`src/rtl/spi_evt_pkg.sv`:
```
package spi_evt_pkg;
  localparam int BYTE_W    = 8;
  localparam int BIT_W     = $clog2(BYTE_W);
  localparam int CNT_W     = 16;
  localparam int HDR_BYTES = 5;

  localparam logic [BYTE_W-1:0] HDR_READ = 8'h0B;
  localparam logic [BYTE_W-1:0] HDR_PAD  = 8'h00;
  localparam logic [BYTE_W-1:0] RDY_CODE = 8'h02;
  localparam logic [BYTE_W-1:0] FILLER   = 8'hFF;

  typedef enum logic [2:0] {
    ST_IDLE, ST_SETUP, ST_HDR, ST_CHECK, ST_GAP, ST_PAY, ST_RELEASE, ST_DONE
  } rd_state_e;
endpackage

```
`src/rtl/spi_byte_shift.sv`:
```
module spi_byte_shift
  import spi_evt_pkg::*;
#(
  parameter int CLK_DIV = 2
) (
  input  logic              clk_i,
  input  logic              rst_ni,
  input  logic              start_i,
  input  logic [BYTE_W-1:0] tx_i,
  input  logic              miso_i,
  output logic              busy_o,
  output logic              done_o,
  output logic [BYTE_W-1:0] rx_o,
  output logic              sclk_o,
  output logic              mosi_o
);
  localparam int DIV_W = (CLK_DIV > 1) ? $clog2(CLK_DIV) : 1;
  localparam logic [DIV_W-1:0] DIV_LAST = DIV_W'(CLK_DIV - 1);
  localparam logic [BIT_W-1:0] BIT_LAST = BIT_W'(BYTE_W - 1);

  logic              busy_q, sclk_q, done_q;
  logic [DIV_W-1:0]  div_q;
  logic [BIT_W-1:0]  bit_q;
  logic [BYTE_W-1:0] tx_q, rx_q;

  always_ff @(posedge clk_i or negedge rst_ni) begin
    if (!rst_ni) begin
      busy_q <= 1'b0;
      sclk_q <= 1'b0;
      done_q <= 1'b0;
      div_q  <= '0;
      bit_q  <= '0;
      tx_q   <= '0;
      rx_q   <= '0;
    end else begin
      done_q <= 1'b0;
      if (!busy_q) begin
        if (start_i) begin
          busy_q <= 1'b1;
          tx_q   <= tx_i;
          div_q  <= '0;
          bit_q  <= '0;
          sclk_q <= 1'b0;
        end
      end else if (div_q == DIV_LAST) begin
        div_q <= '0;
        if (!sclk_q) begin
          sclk_q <= 1'b1;
          rx_q   <= {rx_q[BYTE_W-2:0], miso_i};
        end else begin
          sclk_q <= 1'b0;
          if (bit_q == BIT_LAST) begin
            busy_q <= 1'b0;
            done_q <= 1'b1;
          end else begin
            bit_q <= bit_q + 1'b1;
            tx_q  <= {tx_q[BYTE_W-2:0], 1'b0};
          end
        end
      end else begin
        div_q <= div_q + 1'b1;
      end
    end
  end

  assign busy_o = busy_q;
  assign done_o = done_q;
  assign rx_o   = rx_q;
  assign sclk_o = sclk_q;
  assign mosi_o = tx_q[BYTE_W-1];

  AST_START_WHEN_IDLE: assert property (@(posedge clk_i) disable iff (!rst_ni)
    start_i |-> !busy_q);
  AST_SCLK_ONLY_BUSY: assert property (@(posedge clk_i) disable iff (!rst_ni)
    sclk_q |-> busy_q);
endmodule

```
`src/rtl/evt_rd_ctrl.sv`:
```
module evt_rd_ctrl
  import spi_evt_pkg::*;
#(
  parameter int GAP_CYC = 2
) (
  input  logic              clk_i,
  input  logic              rst_ni,
  input  logic              irq_i,
  input  logic              rx_en_i,
  input  logic [CNT_W-1:0]  buf_cap_i,
  input  logic              sh_busy_i,
  input  logic              sh_done_i,
  input  logic [BYTE_W-1:0] sh_rx_i,
  output logic              sh_start_o,
  output logic [BYTE_W-1:0] sh_tx_o,
  output logic              cs_no,
  output logic              buf_we_o,
  output logic [CNT_W-1:0]  buf_addr_o,
  output logic [BYTE_W-1:0] buf_data_o,
  output logic              done_o,
  output logic [CNT_W-1:0]  done_len_o
);
  localparam int GAP_W = (GAP_CYC > 1) ? $clog2(GAP_CYC) : 1;
  localparam logic [GAP_W-1:0] GAP_LAST = GAP_W'(GAP_CYC - 1);
  localparam logic [CNT_W-1:0] HDR_LAST = CNT_W'(HDR_BYTES - 1);

  rd_state_e         state_q;
  logic              irq_q, en_q, inflight_q;
  logic [CNT_W-1:0]  idx_q, cnt_q, len_q;
  logic [BYTE_W-1:0] rdy_q;
  logic [GAP_W-1:0]  gap_q;
  logic              start_req, hdr_ok;
  logic [CNT_W-1:0]  len_clamp;

  // edge-qualified request: irq rising, or enable rising while irq is high
  assign start_req = rx_en_i && irq_i && (!irq_q || !en_q);
  assign hdr_ok    = (rdy_q == RDY_CODE) && (cnt_q != '0);
  assign len_clamp = (cnt_q > buf_cap_i) ? buf_cap_i : cnt_q;

  assign sh_start_o = ((state_q == ST_HDR) || (state_q == ST_PAY)) && !sh_busy_i && !inflight_q;
  assign sh_tx_o    = (state_q == ST_PAY) ? FILLER : ((idx_q == '0) ? HDR_READ : HDR_PAD);

  always_ff @(posedge clk_i or negedge rst_ni) begin
    if (!rst_ni) begin
      state_q    <= ST_IDLE;
      irq_q      <= 1'b0;
      en_q       <= 1'b0;
      inflight_q <= 1'b0;
      idx_q      <= '0;
      cnt_q      <= '0;
      len_q      <= '0;
      rdy_q      <= '0;
      gap_q      <= '0;
      cs_no      <= 1'b1;
      buf_we_o   <= 1'b0;
      buf_addr_o <= '0;
      buf_data_o <= '0;
      done_o     <= 1'b0;
      done_len_o <= '0;
    end else begin
      irq_q    <= irq_i;
      en_q     <= rx_en_i;
      buf_we_o <= 1'b0;
      done_o   <= 1'b0;
      if (sh_start_o)     inflight_q <= 1'b1;
      else if (sh_done_i) inflight_q <= 1'b0;

      unique case (state_q)
        ST_IDLE: if (start_req) begin
          cs_no   <= 1'b0;
          state_q <= ST_SETUP;
        end
        ST_SETUP: begin
          idx_q   <= '0;
          state_q <= ST_HDR;
        end
        ST_HDR: if (sh_done_i) begin
          if (idx_q == '0)      rdy_q              <= sh_rx_i;
          if (idx_q == CNT_W'(3)) cnt_q[BYTE_W-1:0] <= sh_rx_i;
          if (idx_q == CNT_W'(4)) cnt_q[CNT_W-1:BYTE_W] <= sh_rx_i;
          if (idx_q == HDR_LAST) begin
            idx_q   <= '0;
            state_q <= ST_CHECK;
          end else begin
            idx_q <= idx_q + 1'b1;
          end
        end
        ST_CHECK: begin
          if (hdr_ok) begin
            len_q   <= len_clamp;
            state_q <= (len_clamp == '0) ? ST_RELEASE : ST_PAY;
          end else if (irq_i) begin
            cs_no   <= 1'b1;
            gap_q   <= '0;
            state_q <= ST_GAP;
          end else begin
            cs_no   <= 1'b1;
            state_q <= ST_IDLE;
          end
        end
        ST_GAP: begin
          if (gap_q == GAP_LAST) begin
            cs_no   <= 1'b0;
            state_q <= ST_SETUP;
          end else begin
            gap_q <= gap_q + 1'b1;
          end
        end
        ST_PAY: if (sh_done_i) begin
          buf_we_o   <= 1'b1;
          buf_addr_o <= idx_q;
          buf_data_o <= sh_rx_i;
          if (idx_q == len_q - 1'b1) state_q <= ST_RELEASE;
          else                       idx_q   <= idx_q + 1'b1;
        end
        ST_RELEASE: if (!sh_busy_i) begin
          cs_no   <= 1'b1;
          state_q <= ST_DONE;
        end
        ST_DONE: begin
          done_o     <= 1'b1;
          done_len_o <= len_q;
          state_q    <= ST_IDLE;
        end
        default: state_q <= ST_IDLE;
      endcase
    end
  end

  AST_WRITE_IN_RANGE: assert property (@(posedge clk_i) disable iff (!rst_ni)
    buf_we_o |-> (buf_addr_o < len_q));
  AST_WRITE_UNDER_CS: assert property (@(posedge clk_i) disable iff (!rst_ni)
    buf_we_o |-> !cs_no);
  AST_IDLE_CS_HIGH: assert property (@(posedge clk_i) disable iff (!rst_ni)
    (state_q == ST_IDLE) |-> cs_no);
endmodule

```
`src/rtl/spi_evt_reader.sv`:
```
module spi_evt_reader
  import spi_evt_pkg::*;
#(
  parameter int CLK_DIV = 2,
  parameter int GAP_CYC = 2
) (
  input  logic              clk_i,
  input  logic              rst_ni,
  input  logic              irq_i,
  input  logic              rx_en_i,
  input  logic [CNT_W-1:0]  buf_cap_i,
  input  logic              miso_i,
  output logic              sclk_o,
  output logic              mosi_o,
  output logic              cs_no,
  output logic              buf_we_o,
  output logic [CNT_W-1:0]  buf_addr_o,
  output logic [BYTE_W-1:0] buf_data_o,
  output logic              done_o,
  output logic [CNT_W-1:0]  done_len_o
);
  logic              sh_start, sh_busy, sh_done;
  logic [BYTE_W-1:0] sh_tx, sh_rx;

  spi_byte_shift #(.CLK_DIV(CLK_DIV)) u_shift (
    .clk_i   (clk_i),
    .rst_ni  (rst_ni),
    .start_i (sh_start),
    .tx_i    (sh_tx),
    .miso_i  (miso_i),
    .busy_o  (sh_busy),
    .done_o  (sh_done),
    .rx_o    (sh_rx),
    .sclk_o  (sclk_o),
    .mosi_o  (mosi_o)
  );

  evt_rd_ctrl #(.GAP_CYC(GAP_CYC)) u_ctrl (
    .clk_i      (clk_i),
    .rst_ni     (rst_ni),
    .irq_i      (irq_i),
    .rx_en_i    (rx_en_i),
    .buf_cap_i  (buf_cap_i),
    .sh_busy_i  (sh_busy),
    .sh_done_i  (sh_done),
    .sh_rx_i    (sh_rx),
    .sh_start_o (sh_start),
    .sh_tx_o    (sh_tx),
    .cs_no      (cs_no),
    .buf_we_o   (buf_we_o),
    .buf_addr_o (buf_addr_o),
    .buf_data_o (buf_data_o),
    .done_o     (done_o),
    .done_len_o (done_len_o)
  );

  AST_CS_RISE_IDLE: assert property (@(posedge clk_i) disable iff (!rst_ni)
    $rose(cs_no) |-> (!sh_busy && !sclk_o));
  AST_SCLK_UNDER_CS: assert property (@(posedge clk_i) disable iff (!rst_ni)
    sclk_o |-> !cs_no);
  AST_DONE_AFTER_RELEASE: assert property (@(posedge clk_i) disable iff (!rst_ni)
    done_o |-> ($past(cs_no) && !$past(cs_no, 2)));
  AST_DONE_ONE_CYCLE: assert property (@(posedge clk_i) disable iff (!rst_ni)
    done_o |=> !done_o);
endmodule

```
`config.mk`:
```
export PLATFORM = sky130hd
export DESIGN_NAME = spi_evt_reader
export DESIGN_NICKNAME = d
export VERILOG_FILES = /design/src/rtl/spi_evt_pkg.sv /design/src/rtl/spi_byte_shift.sv /design/src/rtl/evt_rd_ctrl.sv /design/src/rtl/spi_evt_reader.sv
export SDC_FILE = /design/constraint.sdc
export NUM_CORES = 1
export LEC_CHECK = 0
export ABC_AREA = 1
export BUFFER_PORTS_ARGS = -buffer_cell sky130_fd_sc_hd__buf_2
export CAP_MARGIN = 10
export CORE_ASPECT_RATIO = 0.9
export CORE_MARGIN = 4
export CORE_UTILIZATION = 60
export CTS_CLUSTER_DIAMETER = 50
export DETAILED_ROUTE_END_ITERATION = 12
export MAX_ROUTING_LAYER = met4
export PLACE_DENSITY = 0.83
export SLEW_MARGIN = 25
export SYNTH_ARGS = -nofsm -noshare
export SYNTH_HDL_FRONTEND = slang
export SYNTH_SLANG_ARGS = --single-unit
```
`constraint.sdc`:
```
create_clock -name clk_i -period 2.89 [get_ports clk_i]
set_input_delay 0.1445 -clock clk_i [delete_from_list [all_inputs] [get_ports clk_i]]
set_output_delay 0.1445 -clock clk_i [all_outputs]
set_load 0.03 [all_outputs]
```
# After elaboration in Yosys (flattened, before gate mapping)
# Index checks and enable logic that the tools add are counted.
# Widths: inputs -> output; s select.
# totals
register_bits,129
input_bits,21
output_inout_bits,45
wordCells,145
# op_classes
addsub,5
n_lt_le_gt_ge,1
eq_ne,25
muxes,58
n_bitwise,1
n_reduce_logical,32
# ops
cell,count
$mux 16,5
$mux 8,6
$pmux 16 s3,1
$mux 3,14
$logic_not 16->1,2
$mux 1,27
$pmux 3 s8,1
$ne 2x2->1 const B,11
$add 16x1->16 const B,1
$eq 16x16->1,1
$eq 16x2->1 const B,1
$eq 16x3->1 const B,1
$gt 16x16->1,1
$reduce_bool 16->1,1
$sub 16x1->16 const B,1
$eq 3x3->1 const B,5
$reduce_and 3->1,5
$eq 8x2->1 const B,1
$reduce_and 4->1,2
$reduce_and 7->1,1
$eq 3x2->1 const B,2
$reduce_and 2->1,3
$reduce_bool 2->1,3
$logic_and 1x1->1,5
other kinds (15),21

# Logic depth before layout (Yosys ltp)
# depth
ltp_word,6
mapped_depth,21
ltp_nobuf,20

# By module
# From an unflattened synthesis, not the netlist that was laid out.
# hier_totals
hier_cells,860
area_unflattened_um2,7108.1
# modules_own_cells
mod,instances,cells_each,area_each_um2,seq_area_each_um2
evt_rd_ctrl,1,733,6020.8,2653.8
spi_byte_shift,1,127,1087.3,575.6

# Worst setup path after synthesis
# No wires, ideal clock.
# synth_path
path_type,register to register
start,register u_ctrl.cnt_q[15]
end,register u_ctrl.state_q[0]
setup_time_ns,0.121
arrival_time_ns,1.996
required_time_ns,2.769
slack_ns,0.773
path_stages_with_launch,16
path_buffers,1
period_less_slack_ns,2.117
cell_sequence,dfrtp_1 ha_1 nand2_1 nor3_1 nand2_1 nand2_1 nand2_2 buf_2 nand2_1 nand2_1 nor2_1 nand2_1 nor2_1 nand2_1 nand2_1 a21oi_1
# synth_via
elab_chain_len,6
word_cells_on_any_way,8
classes_between,order compare: 1; mux: 4; reduce/logical: 3
# synth_lines
element,line,rtl
"start, declared",evt_rd_ctrl.sv:29,"logic [CNT_W-1:0] idx_q, cnt_q, len_q;"
"start signal, assigned by index",evt_rd_ctrl.sv:79,if (idx_q == CNT_W'(3)) cnt_q[BYTE_W-1:0] <= sh_rx_i;
"start signal, assigned by index",evt_rd_ctrl.sv:80,if (idx_q == CNT_W'(4)) cnt_q[CNT_W-1:BYTE_W] <= sh_rx_i;
$gt 16x16->1,evt_rd_ctrl.sv:38,assign len_clamp = (cnt_q > buf_cap_i) ? buf_cap_i : cnt_q;
$mux 16,evt_rd_ctrl.sv:38,
$logic_not 16->1,evt_rd_ctrl.sv:91,state_q <= (len_clamp == '0) ? ST_RELEASE : ST_PAY;
$mux 2,evt_rd_ctrl.sv:91,
$mux 3 (*),evt_rd_ctrl.sv:89,if (hdr_ok) begin
$pmux 3 s8 (*),evt_rd_ctrl.sv:68,unique case (state_q)
"end signal, assigned",evt_rd_ctrl.sv:91,
"end, declared",evt_rd_ctrl.sv:27,rd_state_e state_q;
# Mark *: on every way between the ends. The rest lies on a longest branch, timed or not.
# A chain may end at the register's enable or synchronous reset.

# Worst setup path in the final report
# layout_path
start,register u_ctrl.len_q[0]
end,register u_ctrl.idx_q[8]
# layout_via
elab_chain_len,4
# layout_lines
element,line,rtl
"start, declared",evt_rd_ctrl.sv:29,
"start signal, assigned",evt_rd_ctrl.sv:90,len_q <= len_clamp;
$sub 16x1->16,evt_rd_ctrl.sv:113,if (idx_q == len_q - 1'b1) state_q <= ST_RELEASE;
$eq 16x16->1,evt_rd_ctrl.sv:113,
$ne 2x2->1 (no line),--,
$reduce_and 4->1 (no line),--,
"end signal, assigned",evt_rd_ctrl.sv:85,idx_q <= idx_q + 1'b1;
"end signal, assigned",evt_rd_ctrl.sv:114,else idx_q <= idx_q + 1'b1;
"end, declared",evt_rd_ctrl.sv:29,
# No other way between the ends.

==> flow_summary.json <==
{
  "p_clk_frac": 0.537,
  "end_kind": "flop",
  "syn_nets": 911,
  "yosys_warnings": 0,
  "synth_area_leaders": "dfrtp_1 46%, nand2_1 13%, o21ai_0 6.1%, inv_1 4.9%, nand3_1 4.2%",
  "clockBufferDepth": 2,
  "drc_errors": 0,
  "finClkSkew_ps": 10.3,
  "pwr-share-seq": 0.438,
  "whs_ps": 123,
  "totalWireLength_mm": 17.0,
  "setup_viol": 0,
  "cts_inserted_buffers": 17,
  "tns_ps": 0,
  "postCtsSetupBuffers": 0,
  "wl_per_cell_um": 15.4,
  "tightest_slew_ps": 706,
  "final_cell_mix": "243 x nand2_1, 128 x dfrtp_1, 90 x inv_1",
  "syn_inst": 869,
  "synth_top_area_frac": 0.463,
  "syn_area_mm2": 0.00692,
  "htree_levels": 4,
  "gp_congestion": 0.951,
  "antenna_found_initial": 0,
  "io-pin-count": 66,
  "yosysSeqAreaShare": 0.466,
  "p_per_area_mw_per_mm2": 517,
  "cap_violations": 0,
  "ant_nets": 0,
  "cp_data_arrival_time_ps": 3000,
  "power_switching_uw": 927,
  "drive_above_1_share": 0.148,
  "yosysTopAreaCell": "dfrtp_1",
  "ys_seq_elements": 129,
  "core_mm2": 0.0110,
  "sw_frac_of_total": 0.222,
  "max_freq_mhz": 378,
  "areaGrowthSynthToFinish_pct": 16.5,
  "combPwrFrac": 0.024,
  "ys_types": 44,
  "ctsRootBufferMaster": "clkbuf_16",
  "clk_pin_slew_ps": 60,
  "final_common_cell": "nand2_1",
  "start_util": 0.627,
  "critical_path.max_fanout": 17,
  "grt-ovfl-total": 0,
  "path_common_cell": "nand2_1",
  "critical_path.top_delay_family": "simple AND/OR/NAND/NOR gates",
  "synth_ff_type": "dfrtp_1",
  "critical_path.max_stage_delay_ps": 410,
  "hold_violations": 0,
  "num_vias": 6091,
  "fp.dieH_um": 110,
  "grt_max_degree": 73,
  "status": "completed",
  "drtIter0Drc": 623,
  "peakVddDrop_mv": 0.549,
  "worstSetupPathType": "reg -> reg",
  "diodes": 0,
  "syn_area_per_cell_um2": 7.97,
  "clock-sinks": 129,
  "path_buf_inv": 1,
  "crit_required_ps": 3240,
  "timing.critical_path.cells": "inv_2, ha_1, nand2_2, nor2_4, xnor2_1, nand2_1, nor3_1, nand4_1, nor2_2, nand4_4, nand2_4, nand2_1, nand2_1",
  "async_flop_share": 1.00,
  "rsz0062_at_grt": "false",
  "portBuffers": 65,
  "hold_class": "in -> reg",
  "grt_pass1_wl_mm": 28.3,
  "place_area_mm2": 0.00741,
  "fin_area_mm2": 0.00807,
  "grt_pass1_vias": 5741,
  "slew_headroom": 0.529,
  "vias_per_cell": 5.52,
  "period_needed_ps": 2640,
  "clkLatencyLatePin_ps": 420,
  "dp_hpwl_mm": 12.1,
  "cts_resized": 0,
  "grt_use_total": 0.277,
  "cts_tree": "built",
  "die_width_um": 121,
  "final_max_slew_viol_count": 0,
  "start_kind": "flop",
  "finalCritPeriodShare": 0.915,
  "synth_edf_count": 0,
  "core.rowCount": 36,
  "first_pass_iters": 5,
  "crit_slowest_cell": "dfrtp_1",
  "final_nets": 981,
  "p_leak_uw": 0.00416,
  "p_int_uw": 3240,
  "die-area_mm2": 0.0133
}
cells in the mapped netlist, types with 6 or more instances:
library cell    n
nand2_1       243
dfrtp_1       128
a21oi_1        26
nand4_1        11
mux2i_1         8
inv_2          12
o21ai_1         6
nor4_1          9
nand3_1        58
inv_1          90
xnor2_1         9
o211ai_1        6
nor2_1         54
xor2_1         27
clkbuf_1       20
nor3_1         11
o21ai_0        85
ha_1           21
worst reg2reg max path: stages, from the launching register on:
cell	delay, ps
dfrtp_1	410
inv_2	100
ha_1	280
nand2_2	110
nor2_4	150
xnor2_1	170
nand2_1	80
nor3_1	210
nand4_1	200
nor2_2	170
nand4_4	270
nand2_4	280
nand2_1	90
nand2_1	70
path summary, 6_finish.rpt:
check                                 from              endpoint  slack [ps]  depth (start not counted)
setup / recovery           u_ctrl.len_q[0]       u_ctrl.idx_q[8]         250                         13
hold / removal                buf_cap_i[2]       u_ctrl.len_q[2]         120                          5
setup reg to reg           u_ctrl.len_q[0]       u_ctrl.idx_q[8]         250                         13
hold reg to reg             u_shift.done_o     u_ctrl.inflight_q         460                          1
max in group asynchronous           rst_ni          u_ctrl.cs_no        1880                          3
min in group asynchronous           rst_ni  u_ctrl.done_len_o[5]         300                          2
sequential cells by signal, summed over array words and instances, names as in the netlist, 3 cells and up:
signal	cells
u_ctrl.cnt_q	16
u_ctrl.idx_q	16
u_ctrl.state_q	3
u_shift.rx_o	8
u_shift.tx_q	8
u_ctrl.buf_data_o	8
u_ctrl.rdy_q	8
u_shift.bit_q	3
u_ctrl.done_len_o	16
u_ctrl.buf_addr_o	16
u_ctrl.len_q	16
layer usage:
layer  routed length (um)  global-route usage  vias to the layer above
li1                     -                   -                     2950
met1                 7490               0.366                     2853
met2                 7960               0.439                      240
met3                 1060              0.0473                       48
met4                  449              0.0952                        0
met5                    0                   -                        -
layout make-up:
class,instances,area [um2]
clock buffer,18,439
clock inverter,14,178
fill,849,2970
inverter,105,394
multi-input combinational,608,3180
sequential,129,3230
tap,152,190
timing repair buffer,78,452
cells by family (layout without fill, tap and decap cells):
kind of cell | count (synthesis) | count (layout) | synth area share
fa+ha+maj | 21 | 21 | 0.0380
simple gates | 411 | 411 | 0.262
buf+inv | 132 | 215 | 0.0736
compound gates | 132 | 132 | 0.102
mux | 8 | 8 | 0.0116
xor+xnor | 36 | 36 | 0.0455
flops | 129 | 129 | 0.466
timing repair:
action	in CTS	in global routing
hold buffers	4	0
hold endpoints to repair	72	0
setup endpoints to repair	0	0
through the flow:
step | worst slack [ps] | utilization | std cells | total power [uW]
final | 245 | 0.731 | 1104 | 4170
after global routing | 40.7 | 0.731 | 1104 | 4290
after CTS | 286 | 0.731 | 1104 | 4190
after detailed placement | 424 | 0.671 | 1068 | 1960
after global placement | 537 | 0.671 | 1068 | 1960
after floorplan | 773 | - | 869 | 1890
power groups by stage:
stage | clock network (uW) | logic [uW] | registers [uW]
2_1_floorplan | 0 | 29.4 | 1860
3_3_place_gp | 0 | 97.4 | 1860
3_5_place_dp | 0 | 99.9 | 1860
4_1_cts | 2260 | 105 | 1830
5_1_grt | 2340 | 119 | 1830
6_report | 2240 | 102 | 1830
No activity file was read; power rests on OpenSTA's default activity.
